$ cat src/rtl/nx_pkg.sv
package nx_pkg;
  localparam int NX_IW = 13;
  localparam int NX_DW = 4;
  localparam int NX_AW = 16;

  typedef enum logic [2:0] {
    OP_LDR, OP_LDM, OP_ST, OP_CPY, OP_XAB, OP_XM, OP_ILL
  } op_kind_e;

  typedef enum logic [1:0] {RS_A, RS_B, RS_F, RS_IMM} rsel_e;

  typedef struct packed {
    op_kind_e         kind;
    rsel_e            dreg;     // destination / exchange register
    rsel_e            sreg;     // source register for moves and stores
    logic             ptr;      // 0 = X, 1 = Y (destination pointer for copies)
    logic             pinc;     // post-increment of ptr
    logic             qinc;     // post-increment of the other pointer (copy source)
    logic [NX_DW-1:0] imm;
    logic             two_cyc;
    logic             f_load;
  } op_t;
endpackage

$ cat src/rtl/nx_decode.sv
module nx_decode
  import nx_pkg::*;
(
  input  logic [NX_IW-1:0] instr,
  output op_t              op
);
  logic [5:0] c;
  assign c = instr[5:0];

  always_comb begin
    op      = '0;
    op.kind = OP_ILL;
    op.dreg = RS_A;
    op.sreg = RS_A;
    op.imm  = instr[NX_DW-1:0];
    if (instr[12:6] == 7'b1111011) begin
      unique case (c[5:4])
        2'b00: begin op.kind = OP_LDR; op.dreg = RS_A; op.sreg = RS_IMM; end
        2'b01: begin op.kind = OP_LDR; op.dreg = RS_B; op.sreg = RS_IMM; end
        2'b10: begin
          op.ptr  = c[1];
          op.pinc = c[0];
          if (!c[3]) begin
            op.kind = OP_LDM;
            op.dreg = c[2] ? RS_B : RS_A;
          end else begin
            op.kind = OP_ST;
            op.sreg = c[2] ? RS_B : RS_A;
          end
        end
        default: begin
          if (!c[3]) begin
            if (!c[0]) begin
              op.kind = OP_LDR;
              op.dreg = c[2] ? RS_B : RS_A;
              op.sreg = c[1] ? RS_B : RS_A;
            end
          end else begin
            op.kind = OP_CPY;
            op.ptr  = ~c[1];
            op.pinc = c[2];
            op.qinc = c[0];
          end
        end
      endcase
    end else if (instr[12:6] == 7'b1111010) begin
      op.kind = OP_ST;
      op.sreg = RS_IMM;
      op.ptr  = c[5];
      op.pinc = c[4];
    end else if (instr[12:4] == 9'b111111111) begin
      unique case (instr[3:0])
        4'b0110: begin op.kind = OP_LDR; op.dreg = RS_A; op.sreg = RS_F; end
        4'b0101: begin op.kind = OP_LDR; op.dreg = RS_F; op.sreg = RS_A; op.f_load = 1'b1; end
        4'b0111: op.kind = OP_XAB;
        default: op.kind = OP_ILL;
      endcase
    end else if (instr[12:4] == 9'b100001011) begin
      op.kind   = OP_LDR;
      op.dreg   = RS_F;
      op.sreg   = RS_IMM;
      op.f_load = 1'b1;
    end else if (instr[12:4] == 9'b100001111 && instr[3]) begin
      op.kind = OP_XM;
      op.dreg = instr[2] ? RS_B : RS_A;
      op.ptr  = instr[1];
      op.pinc = instr[0];
    end
    op.two_cyc = (op.kind == OP_CPY) || (op.kind == OP_XM);
  end
endmodule

$ cat src/rtl/nx_ptr.sv
module nx_ptr #(
  parameter int AW = 16,
  parameter logic [AW-1:0] INIT = '0
) (
  input  logic          clk,
  input  logic          rst_n,
  input  logic          inc,
  output logic [AW-1:0] val
);
  always_ff @(posedge clk) begin
    if (!rst_n)   val <= INIT;
    else if (inc) val <= val + 1'b1;
  end

  AST_PTR_STEP: assert property (@(posedge clk) disable iff (!rst_n)
    (val != $past(val)) |-> (val == AW'($past(val) + 1'b1)));
endmodule

$ cat src/rtl/nx_nibregs.sv
module nx_nibregs #(
  parameter int DW = 4
) (
  input  logic          clk,
  input  logic          rst_n,
  input  logic          a_we,
  input  logic [DW-1:0] a_d,
  input  logic          b_we,
  input  logic [DW-1:0] b_d,
  input  logic          f_we,
  input  logic [DW-1:0] f_d,
  input  logic          e_clr,
  output logic [DW-1:0] a,
  output logic [DW-1:0] b,
  output logic [DW-1:0] f
);
  localparam int EBIT = DW - 1;

  always_ff @(posedge clk) begin
    if (!rst_n) begin
      a <= '0;
      b <= '0;
      f <= '0;
    end else begin
      if (a_we) a <= a_d;
      if (b_we) b <= b_d;
      if (f_we)       f <= f_d;
      else if (e_clr) f[EBIT] <= 1'b0;
    end
  end

  AST_E_CLEAR_ONLY: assert property (@(posedge clk) disable iff (!rst_n)
    ((f != $past(f)) && !$past(f_we)) |-> (f == {1'b0, $past(f[EBIT-1:0])}));
endmodule

$ cat src/rtl/nx_xfer_unit.sv
module nx_xfer_unit
  import nx_pkg::*;
#(
  parameter logic [NX_AW-1:0] X_INIT = '0,
  parameter logic [NX_AW-1:0] Y_INIT = '0
) (
  input  logic             clk,
  input  logic             rst_n,
  input  logic             instr_valid,
  output logic             instr_ready,
  input  logic [NX_IW-1:0] instr,
  output logic             busy,
  output logic             illegal,
  output logic [NX_AW-1:0] mem_addr,
  output logic [NX_DW-1:0] mem_wdata,
  output logic             mem_we,
  input  logic [NX_DW-1:0] mem_rdata,
  output logic [NX_DW-1:0] reg_a,
  output logic [NX_DW-1:0] reg_b,
  output logic [NX_DW-1:0] reg_f,
  output logic [NX_AW-1:0] ptr_x,
  output logic [NX_AW-1:0] ptr_y
);
  op_t              dec_op, op_q, cur;
  logic             busy_q, ill_q, accept;
  logic [NX_DW-1:0] tmp_q, sval;
  logic [NX_AW-1:0] pv, qv;
  logic             a_we, b_we, f_we, e_clr, inc_p, inc_q, x_inc, y_inc;
  logic [NX_DW-1:0] a_d, b_d, f_d;

  nx_decode u_dec (.instr(instr), .op(dec_op));

  assign instr_ready = ~busy_q;
  assign accept      = instr_valid & ~busy_q;
  assign cur         = busy_q ? op_q : dec_op;
  assign pv          = cur.ptr ? ptr_y : ptr_x;
  assign qv          = cur.ptr ? ptr_x : ptr_y;

  always_comb begin
    unique case (cur.sreg)
      RS_A:    sval = reg_a;
      RS_B:    sval = reg_b;
      RS_F:    sval = reg_f;
      default: sval = cur.imm;
    endcase
  end

  always_comb begin
    a_we = 1'b0; a_d = sval;
    b_we = 1'b0; b_d = sval;
    f_we = 1'b0; f_d = sval;
    e_clr = 1'b0; inc_p = 1'b0; inc_q = 1'b0;
    mem_addr = pv; mem_we = 1'b0; mem_wdata = sval;
    if (busy_q) begin
      if (cur.kind == OP_CPY) begin
        mem_we    = 1'b1;
        mem_wdata = tmp_q;
        inc_p     = cur.pinc;
      end else if (cur.kind == OP_XM) begin
        mem_we = 1'b1;
        inc_p  = cur.pinc;
        if (cur.dreg == RS_B) begin
          mem_wdata = reg_b; b_we = 1'b1; b_d = tmp_q;
        end else begin
          mem_wdata = reg_a; a_we = 1'b1; a_d = tmp_q;
        end
      end
    end else if (accept) begin
      e_clr = (cur.kind != OP_ILL) && !cur.f_load;
      unique case (cur.kind)
        OP_LDR: begin
          if (cur.dreg == RS_A)      a_we = 1'b1;
          else if (cur.dreg == RS_B) b_we = 1'b1;
          else                       f_we = 1'b1;
        end
        OP_LDM: begin
          inc_p = cur.pinc;
          if (cur.dreg == RS_B) begin b_we = 1'b1; b_d = mem_rdata; end
          else                  begin a_we = 1'b1; a_d = mem_rdata; end
        end
        OP_ST: begin
          mem_we = 1'b1;
          inc_p  = cur.pinc;
        end
        OP_CPY: begin
          mem_addr = qv;
          inc_q    = cur.qinc;
        end
        OP_XAB: begin
          a_we = 1'b1; a_d = reg_b;
          b_we = 1'b1; b_d = reg_a;
        end
        default: ;
      endcase
    end
  end

  assign x_inc = (inc_p & ~cur.ptr) | (inc_q & cur.ptr);
  assign y_inc = (inc_p & cur.ptr) | (inc_q & ~cur.ptr);

  always_ff @(posedge clk) begin
    if (!rst_n) begin
      busy_q <= 1'b0;
      ill_q  <= 1'b0;
      op_q   <= '0;
      tmp_q  <= '0;
    end else begin
      busy_q <= accept & cur.two_cyc;
      ill_q  <= accept & (cur.kind == OP_ILL);
      if (accept) begin
        op_q  <= dec_op;
        tmp_q <= mem_rdata;
      end
    end
  end

  assign busy    = busy_q;
  assign illegal = ill_q;

  nx_nibregs #(.DW(NX_DW)) u_regs (
    .clk(clk), .rst_n(rst_n),
    .a_we(a_we), .a_d(a_d), .b_we(b_we), .b_d(b_d),
    .f_we(f_we), .f_d(f_d), .e_clr(e_clr),
    .a(reg_a), .b(reg_b), .f(reg_f)
  );

  nx_ptr #(.AW(NX_AW), .INIT(X_INIT)) u_px (
    .clk(clk), .rst_n(rst_n), .inc(x_inc), .val(ptr_x)
  );
  nx_ptr #(.AW(NX_AW), .INIT(Y_INIT)) u_py (
    .clk(clk), .rst_n(rst_n), .inc(y_inc), .val(ptr_y)
  );

  AST_BUSY_SINGLE: assert property (@(posedge clk) disable iff (!rst_n)
    busy |=> !busy);
  AST_ILL_NO_WRITE: assert property (@(posedge clk) disable iff (!rst_n)
    (accept && dec_op.kind == OP_ILL) |-> !mem_we);
  AST_ILL_HOLDS: assert property (@(posedge clk) disable iff (!rst_n)
    illegal |-> (reg_a == $past(reg_a) && reg_b == $past(reg_b) &&
                 reg_f == $past(reg_f) && ptr_x == $past(ptr_x) &&
                 ptr_y == $past(ptr_y)));
  AST_BUSY_WRITES: assert property (@(posedge clk) disable iff (!rst_n)
    busy |-> mem_we);
endmodule

$ cat config.mk
export PLATFORM = sky130hd
export DESIGN_NAME = nx_xfer_unit
export DESIGN_NICKNAME = d
export VERILOG_FILES = /design/src/rtl/nx_pkg.sv /design/src/rtl/nx_decode.sv /design/src/rtl/nx_ptr.sv /design/src/rtl/nx_nibregs.sv /design/src/rtl/nx_xfer_unit.sv
export SDC_FILE = /design/constraint.sdc
export NUM_CORES = 1
export LEC_CHECK = 0
export ABC_AREA = 1
export BUFFER_PORTS_ARGS = -buffer_cell sky130_fd_sc_hd__buf_4
export CAP_MARGIN = 20
export CORE_MARGIN = 2
export CORE_UTILIZATION = 23
export DETAILED_ROUTE_END_ITERATION = 7
export GPL_ROUTABILITY_DRIVEN = 0
export PLACE_DENSITY = 0.49
export SLEW_MARGIN = 0
export SYNTH_ARGS = -nofsm -noshare
export SYNTH_HDL_FRONTEND = slang
export SYNTH_SLANG_ARGS = --single-unit
$ cat constraint.sdc
create_clock -name clk -period 5.8 [get_ports clk]
set_input_delay 0.58 -clock clk [delete_from_list [all_inputs] [get_ports clk]]
set_output_delay 0.58 -clock clk [all_outputs]
set_load 0.03 [all_outputs]
==> metrics.txt <==
drt first pass iters=5; die width=between 100 and 150 um; total gr overflow=0; die area=around 21,000 um2; startpoint types=flop; relative slew slack=0.438; CTS tree=yes; Diodes inserted=0; sequential share of power=0.419; HP Class=reg -> reg; drt drc=0; CP Max Fanout=29; ANT nets after route=0; Hold Fails Final Rpt=0; Worst Max-Slew Pin Slew=~0.84 ns; io pins=a little under 90; largest area contributor in the netlist=dfxtp_1; arrival time worst endpoint=around 3.4 ns; Initial Utilization=0.232; Clock power frac=0.513; core area=about 20,000 um2; share of layout cells above drive strength 1=0.181; synth top area cells=dfxtp_1, nand2_1, nand3_1; Int Power=0.000792 W; final wirelength=16,200 um; syn_nets=773; Worst setup EP type=output port; vias per cell=4.69; clk_lat worst skew=between 0.3 and 0.4 ns; largest net degree at the start of global routing=37; RSZ-0062 raised after global routing=no; Worst-path clk slew=0.05 ns; post-CTS setup buffer count=0; Area growth syn-to-layout=25.2%; Comb power frac=0.069; Hold Buf Count CTS=0; clock sinks=63; Final period util=0.679; port bufs=87; warnings from Yosys=0; setup_tns=0 ns; share of the synthesized area in the top cell type=0.271; most common cell after layout, fill and taps aside=nand2_1; Vias=slightly above 5k; switch share=0.250; Nets=850; initial antenna violation count=0; PD cells=about 180 nW/um2; Final min period=3.94 ns; Synth Area per Inst=slightly above 6 um2; distinct cell type count after synthesis=36; root buf cell=clkbuf_16; Syn Std Cell Area=approximately 4700 um2; Core Util, Final=0.290; fmax=~250 MHz; # rows=52; Reg2Reg Setup Slack=approximately 2.7 ns; die height=146 um; Max IR drop VDD=~0.14 mV; first-pass GRT wire length=roughly 26,000 um; drt wl/cell=around 15 um; status=complete, no violations; most frequent cells in the layout=nand2_1, buf_4, nand3_1; Slew Viols, Final=0; Initial DRC Count=370; EDFF count, synth=0; Fin Clk Skew=a little under 0.009 ns; number of synthesized register bits=between 60 and 70; count of final setup violators=0; WS Path Type=reg -> out; All-Layer GR Usage=0.154; Async SR Flop Fraction=0; H-tree levels=3; hpwl dp=between 10,000 and 15,000 um; Post-CTS Resized=0; vias in the first global route=4,955; Num CTS Buffers=9; most used flip-flop cell after synthesis=dfxtp_1; cell leakage power=2.58 nW; max cap viols=0; Post-Syn Instances=751; Psw=between 0.0002 and 0.0003 W; post-synthesis sequential area ratio=0.271; Req. time, crit path=5.22 ns; Max Buffers Root-to-Sink=2
==> synthesized netlist by cell type (2+ instances only) <==
master / number
nor2_2: 3
nand4_1: 13
buf_6: 5
inv_1: 70
xnor2_1: 6
or2_2: 4
o21ai_1: 18
nand3_4: 3
nor3_1: 12
nand3_1: 75
o22ai_1: 14
o21a_1: 2
dfxtp_1: 63
buf_2: 5
nand2_1: 207
inv_2: 8
nand2_4: 7
xor2_1: 23
nor4_1: 3
o21ai_0: 35
nand2_2: 10
buf_1: 2
nor2_4: 4
clkbuf_1: 10
ha_1: 2
nand3_2: 2
buf_4: 2
a21oi_1: 59
nor2_1: 71
o211ai_1: 7
==> sequential cells by signal, summed over array words and instances, names as in the netlist <==
name,cells
illegal,1
u_regs.b,4
u_regs.a,4
busy,1
op_q,13
u_regs.f,4
u_px.val,16
tmp_q,4
u_py.val,16
==> cell families after synthesis <==
kind of cell | after synthesis | synth area share
AOI/OAI and AO/OA | 137 | 0.157
xor gates and xnor gates | 30 | 0.0581
adders and majority gates | 2 | 0.00538
buffers and inverters | 102 | 0.0934
DFF | 63 | 0.271
and+or+nand+nor | 417 | 0.415
==> stage by stage <==
| stage | total power, W | cells | worst slack (ns) | instance area (um2) | hold WS, ns |
|---|---|---|---|---|---|
| detailed placement | 0.000523 | 1086 | 1.79 | 5520 | 0.465 |
| floorplan | 0.000494 | 751 | 2.52 | 4650 | 0.450 |
| global route | 0.00110 | 1103 | 1.60 | 5820 | 0.508 |
| CTS | 0.00107 | 1102 | 1.60 | 5810 | 0.474 |
| global placement | 0.000524 | 1086 | 1.87 | 5520 | 0.464 |
| finish | 0.00106 | 1103 | 1.86 | 5820 | 0.473 |
==> worst max-delay path: stages, from the launching register on <==
cell     delay, ns
dfxtp_1       0.30
buf_4         0.30
inv_1         0.46
o21ai_0       0.55
inv_1         0.13
nand2_2       0.25
nand3_2       0.25
inv_1         0.22
nand2_1       0.07
nand3_1       0.07
nand2_1       0.04
o21ai_0       0.14
buf_4         0.22
==> power groups by stage <==
stage | Combinational, W | Sequential (W) | Clock, W
after detailed placement | 0.0000720 | 0.000451 | 0
after global placement | 0.0000724 | 0.000451 | 0
after global routing | 0.0000805 | 0.000443 | 0.000576
final | 0.0000725 | 0.000442 | 0.000541
after floorplan | 0.0000422 | 0.000452 | 0
after CTS | 0.0000721 | 0.000442 | 0.000554
==> per-layer routing <==
metal,vias to the layer above,track usage,wire [um]
met5,-,0,0
met4,0,0.0510,376
met3,27,0.0334,973
met2,177,0.250,7280
met1,2359,0.202,7560
li1,2615,-,-
==> worst paths after layout <==
| kind | startpoint | endpoint | depth (start not counted) |
|---|---|---|---|
| setup / recovery | busy$_SDFF_PN0_ | mem_wdata[1] | 12 |
| hold / removal | op_q[9]$_SDFFE_PN0P_ | op_q[9]$_SDFFE_PN0P_ | 2 |
| setup reg to reg | busy$_SDFF_PN0_ | u_regs.a[3]$_SDFFE_PN0P_ | 12 |
| hold reg to reg | op_q[9]$_SDFFE_PN0P_ | op_q[9]$_SDFFE_PN0P_ | 2 |
==> final cells by class <==
| type | count | area (um2) |
|---|---|---|
| Clock buffer | 10 | 229 |
| Clock inverter | 6 | 61.3 |
| Fill cell | 2317 | 14200 |
| Inverter | 78 | 293 |
| Multi-Input combinational cell | 586 | 2960 |
| Sequential cell | 63 | 1260 |
| Tap cell | 270 | 338 |
| Timing Repair Buffer | 90 | 683 |
Note: power is estimated with default switching activity, not from simulation.
